--- src/rtl/descr_pkg.sv ---
package descr_pkg;
  localparam int GEN_W = 8;
  localparam int BYTE_W = 8;
  localparam logic [GEN_W-1:0] GEN_SEED = '1;

  typedef struct packed {
    logic load;     // reseed generator this byte
    logic advance;  // step generator by one byte
    logic apply;    // XOR the mask onto the data
  } strobe_t;
endpackage

--- src/rtl/descr_ctrl.sv ---
module descr_ctrl
  import descr_pkg::*;
#(
  parameter int OFFSET_W = 4,
  parameter int MAX_OFFSET = 8
) (
  input  logic                clk,
  input  logic                rst,
  input  logic                enable,
  input  logic [OFFSET_W-1:0] offset,
  input  logic                inValid,
  input  logic                inSof,
  output strobe_t             strobe
);
  localparam int CNT_W = $clog2(MAX_OFFSET + 1);
  localparam logic [CNT_W-1:0] CNT_MAX = CNT_W'(MAX_OFFSET);

  logic [CNT_W-1:0] byteCnt;
  logic [CNT_W-1:0] byteIdx;
  logic [CNT_W-1:0] offEff;
  logic             pastOffset;

  always_comb begin
    if (int'(offset) > MAX_OFFSET) offEff = CNT_MAX;
    else                           offEff = CNT_W'(offset);
    byteIdx    = inSof ? '0 : byteCnt;
    pastOffset = (byteIdx >= offEff);
    strobe.load    = inValid && inSof;
    strobe.advance = inValid && pastOffset;
    strobe.apply   = inValid && pastOffset && enable;
  end

  // index of the next byte within the frame, saturating at the largest offset
  always_ff @(posedge clk) begin
    if (rst) begin
      byteCnt <= '0;
    end else if (inValid) begin
      byteCnt <= (byteIdx >= CNT_MAX) ? CNT_MAX : byteIdx + 1'b1;
    end
  end
endmodule

--- src/rtl/descr_dp.sv ---
module descr_dp
  import descr_pkg::*;
(
  input  logic              clk,
  input  logic              rst,
  input  strobe_t           strobe,
  input  logic              inValid,
  input  logic              inSof,
  input  logic [BYTE_W-1:0] inData,
  output logic              outValid,
  output logic              outSof,
  output logic [BYTE_W-1:0] outData
);
  logic [GEN_W-1:0]  genState;
  logic [GEN_W-1:0]  curState;
  logic [GEN_W-1:0]  nextState;
  logic [BYTE_W-1:0] mask;

  // state bit 7 holds the oldest sequence bit, bit 0 the newest
  always_comb begin
    logic [GEN_W-1:0] st;
    logic fb;
    curState = strobe.load ? GEN_SEED : genState;
    st = curState;
    mask = '0;
    for (int i = BYTE_W - 1; i >= 0; i--) begin
      mask[i] = st[7];
      fb = st[0] ^ st[2] ^ st[4] ^ st[7];
      st = {st[GEN_W-2:0], fb};
    end
    nextState = st;
  end

  always_ff @(posedge clk) begin
    if (rst) begin
      genState <= GEN_SEED;
      outValid <= 1'b0;
      outSof   <= 1'b0;
      outData  <= '0;
    end else begin
      if (strobe.advance)   genState <= nextState;
      else if (strobe.load) genState <= GEN_SEED;
      outValid <= inValid;
      outSof   <= inValid && inSof;
      outData  <= strobe.apply ? (inData ^ mask) : inData;
    end
  end
endmodule

--- src/rtl/frame_descrambler.sv ---
module frame_descrambler
  import descr_pkg::*;
#(
  parameter int OFFSET_W = 4,
  parameter int MAX_OFFSET = 8
) (
  input  logic                clk,
  input  logic                rst,
  input  logic                enable,
  input  logic [OFFSET_W-1:0] offset,
  input  logic                inValid,
  input  logic                inSof,
  input  logic [7:0]          inData,
  output logic                outValid,
  output logic                outSof,
  output logic [7:0]          outData
);
  strobe_t strobe;

  descr_ctrl #(.OFFSET_W(OFFSET_W), .MAX_OFFSET(MAX_OFFSET)) u_ctrl (
    .clk(clk), .rst(rst), .enable(enable), .offset(offset),
    .inValid(inValid), .inSof(inSof), .strobe(strobe)
  );

  descr_dp u_dp (
    .clk(clk), .rst(rst), .strobe(strobe),
    .inValid(inValid), .inSof(inSof), .inData(inData),
    .outValid(outValid), .outSof(outSof), .outData(outData)
  );
endmodule

--- config.mk ---
export PLATFORM = sky130hd
export DESIGN_NAME = frame_descrambler
export DESIGN_NICKNAME = d
export VERILOG_FILES = /design/src/rtl/descr_pkg.sv /design/src/rtl/descr_ctrl.sv /design/src/rtl/descr_dp.sv /design/src/rtl/frame_descrambler.sv
export SDC_FILE = /design/constraint.sdc
export NUM_CORES = 1
export LEC_CHECK = 0
export ABC_AREA = 1
export BUFFER_PORTS_ARGS = -buffer_cell sky130_fd_sc_hd__buf_4
export CAP_MARGIN = 20
export CORE_ASPECT_RATIO = 0.7
export CORE_MARGIN = 3
export CORE_UTILIZATION = 58
export DETAILED_ROUTE_END_ITERATION = 8
export GPL_ROUTABILITY_DRIVEN = 0
export GPL_TIMING_DRIVEN = 0
export PLACE_DENSITY = 0.86
export SLEW_MARGIN = 20
export SYNTH_ARGS = -nofsm -noshare
export SYNTH_HDL_FRONTEND = slang
export SYNTH_SLANG_ARGS = --single-unit
--- constraint.sdc ---
create_clock -name clk -period 3.8 [get_ports clk]
set_input_delay 0.57 -clock clk [delete_from_list [all_inputs] [get_ports clk]]
set_output_delay 0.57 -clock clk [all_outputs]
set_load 0.02 [all_outputs]
==> reports/metrics.cfg <==
[pwr]
p_clk_frac = 0.242
seqPwrFrac = 0.340
comb_power_share = 0.418
power.leakage_nw = 0.8865
internal_power_mw = 0.4695
ir_drop_v = 0.0003665
switching_share = 0.3761
p_per_area_nw_per_um2 = 444.2
p_switching_mw = 0.2830

[setup_path]
path_max_fanout = 10
worstReg2RegStart = u_ctrl.byteCnt[1]
worst-r2r-cell-count = 14
r2r_setup_slack_ns = 1.39
crit_required_ns = 4.02
rr_endpoint = u_dp.outData[6]
critPathKind = reg -> reg
setup.worst_path.end_class = flip-flop
cp-start-kind = flip-flop
arrival_ns = 2.62

[timing]
tightest_slew_ns = 0.4161
hold_violations = 0
finalSetupViolCount = 0
max_slew_margin = 0.7216
post-route-min-period_ns = 2.408
setup_slack_ns = 1.392
setup_tns_ns = 0
drv_slew = 0
skew_ns = 0.008083
fmax_mhz = 415.2
rsz0062_at_grt = no
finalCritPeriodShare = 0.6338

[die]
rows = 14
initial_utilization = 0.6322
die_area_um2 = 3061
io_pins = 27
die_h_um = 47.20
die_width_um = 64.86
core-area_um2 = 2225

[drt]
antenna_left = 0
detail_route.wl_per_cell_um = 12.43
totalWireLength_mm = 3.393
drc_errors = 0
via_per_inst = 5.421
dr.pass1.iters = 7
vias = 1480
drtIter0Drc = 111

[cts]
cts-resized-gates = 0
cts_setup_buffers = 0
clkTransAtPathRegs_ns = 0.13
cts_buffers = 3
clkSinkCount = 22
tritoncts = built
htree_num_levels = 1
insertion_delay_ns = 0.32
cts_hold_buf = 0
clock_path_buffers = 2
cts_root_buf = clkbuf_4

[synth]
synth_cells = 211
synth.cell_area_um2 = 1406
synth_nets = 233
ys_seq_elements = 22
synthDistinctLibCells = 27
ys_seq_area_frac = 0.3132
yosys_warnings = 0
syn_avg_cell_area_um2 = 6.665

[status]
status = completed

[global_routing]
antenna_found_initial = 0
grt_pass1_vias = 1225
globalRouteTotalUtil = 0.2352
grt_overflow = 0
grt_max_degree = 14
grt_pass1_wl_mm = 5.444

[final_layout]
nets = 264
final_common_cell = nand2_1
diodes = 0
final_cell_mix = nand2_1 (45), inv_1 (29), buf_4 (27)
synthToLayoutAreaGrowth_pct = 20.46
final_cells = 273
fillerInstances = 177
drive_above_1_share = 0.2241

[min_path]
worstHoldPathType = in -> reg
holdPathEnd = u_dp.outData[2]
hold_start = inData[2]
hold_path_depth = 2

[placement]
numPlacedInstances = 269
dp_slack_ns = 1.065
place_hpwl_mm = 2.711
place.port_buffers = 26

[run]
drv_cap = 0

==> power groups by stage <==
stage          Clock, mW  Combinational [mW]  Sequential [mW]
4_1_cts            0.182               0.311            0.256
2_1_floorplan          0               0.231            0.269
5_1_grt            0.192               0.351            0.257
3_3_place_gp           0               0.295            0.260
6_report           0.182               0.314            0.256
3_5_place_dp           0               0.309            0.261
==> worst max path at each step <==
stage | slack [ns] | to | cells after the start | start
6_report | 1.39 | u_dp.outData[6] | 14 | u_ctrl.byteCnt[1]
5_1_grt | 1.05 | u_dp.outData[6] | 14 | u_ctrl.byteCnt[1]
4_1_cts | 1.39 | u_dp.outData[7] | 14 | u_ctrl.byteCnt[1]
3_5_place_dp | 1.07 | u_dp.outData[7] | 14 | inSof
3_3_place_gp | 1.18 | u_dp.outData[1] | 14 | inSof
2_1_floorplan | 1.63 | u_dp.outData[6] | 13 | inSof
==> Yosys cell counts, drive strengths merged <==
library cell | count | share of area
dfxtp | 22 | 0.31
nand2 | 58 | 0.19
nand4 | 2 | 0.0089
a21oi | 13 | 0.046
xor2 | 3 | 0.037
ha | 5 | 0.044
nand3 | 21 | 0.078
o21ai | 14 | 0.050
inv | 32 | 0.085
nor3 | 6 | 0.021
nor2 | 23 | 0.065
xnor2 | 2 | 0.012
buf | 3 | 0.017
clkbuf | 1 | 0.0027
nand3b | 3 | 0.016
clkinv | 1 | 0.0027
o211ai | 2 | 0.011
==> critical path, stage by stage (launching register included) <==
cell	delay (ns)
dfxtp_1	0.36
inv_1	0.04
nor2_1	0.23
ha_1	0.30
inv_1	0.06
nor2_1	0.04
o211ai_1	0.15
nand3_1	0.09
nand2_1	0.18
inv_1	0.12
nand2_1	0.14
clkbuf_1	0.34
o21ai_0	0.13
nand2_1	0.07
nor2_1	0.04
==> logic make-up after synthesis <==
logic type	share of synthesized area
buf+inv	0.1076
simple gates	0.3781
flops	0.3132
fa+ha+maj	0.04448
compound gates	0.1068
xor+xnor	0.04983
==> layout make-up <==
type                    count  area (um2)  area share
multi-input cells         152       814.5      0.4808
flip-flops and latches     22       440.4      0.2600
repair buffers             26       195.2      0.1152
inverters                  33       123.9     0.07312
well taps                  32       40.04     0.02363
clock inverters             1       30.03     0.01773
plain buffers               4       27.53     0.01625
clock buffers               3       22.52     0.01329
==> through the flow <==
step                      hold WS (ns)  power [mW]  utilization  instance area [um2]
after global routing            0.4080      0.8001       0.7615                 1694
after global placement          0.4535      0.5553       0.7379                 1642
after floorplan                 0.4427      0.4998            -                 1406
final                           0.4188      0.7525       0.7615                 1694
after CTS                       0.4270      0.7491       0.7615                 1694
after detailed placement        0.4669      0.5698       0.7379                 1642
==> sequential cells by signal, summed over array words and instances, names as in the netlist <==
| signal | flops |
|---|---|
| u_ctrl.byteCnt | 4 |
| u_dp.genState | 8 |
| u_dp.outData | 8 |
| u_dp.outSof | 1 |
| u_dp.outValid | 1 |
==> routing by layer <==
layer	global-route usage	vias up	routed length [um]
li1	-	728	-
met1	0.3156	679	1511
met2	0.3963	65	1524
met3	0.05263	8	286
met4	0.05042	0	70
met5	0	-	0
No activity file was read; power rests on OpenSTA's default activity.
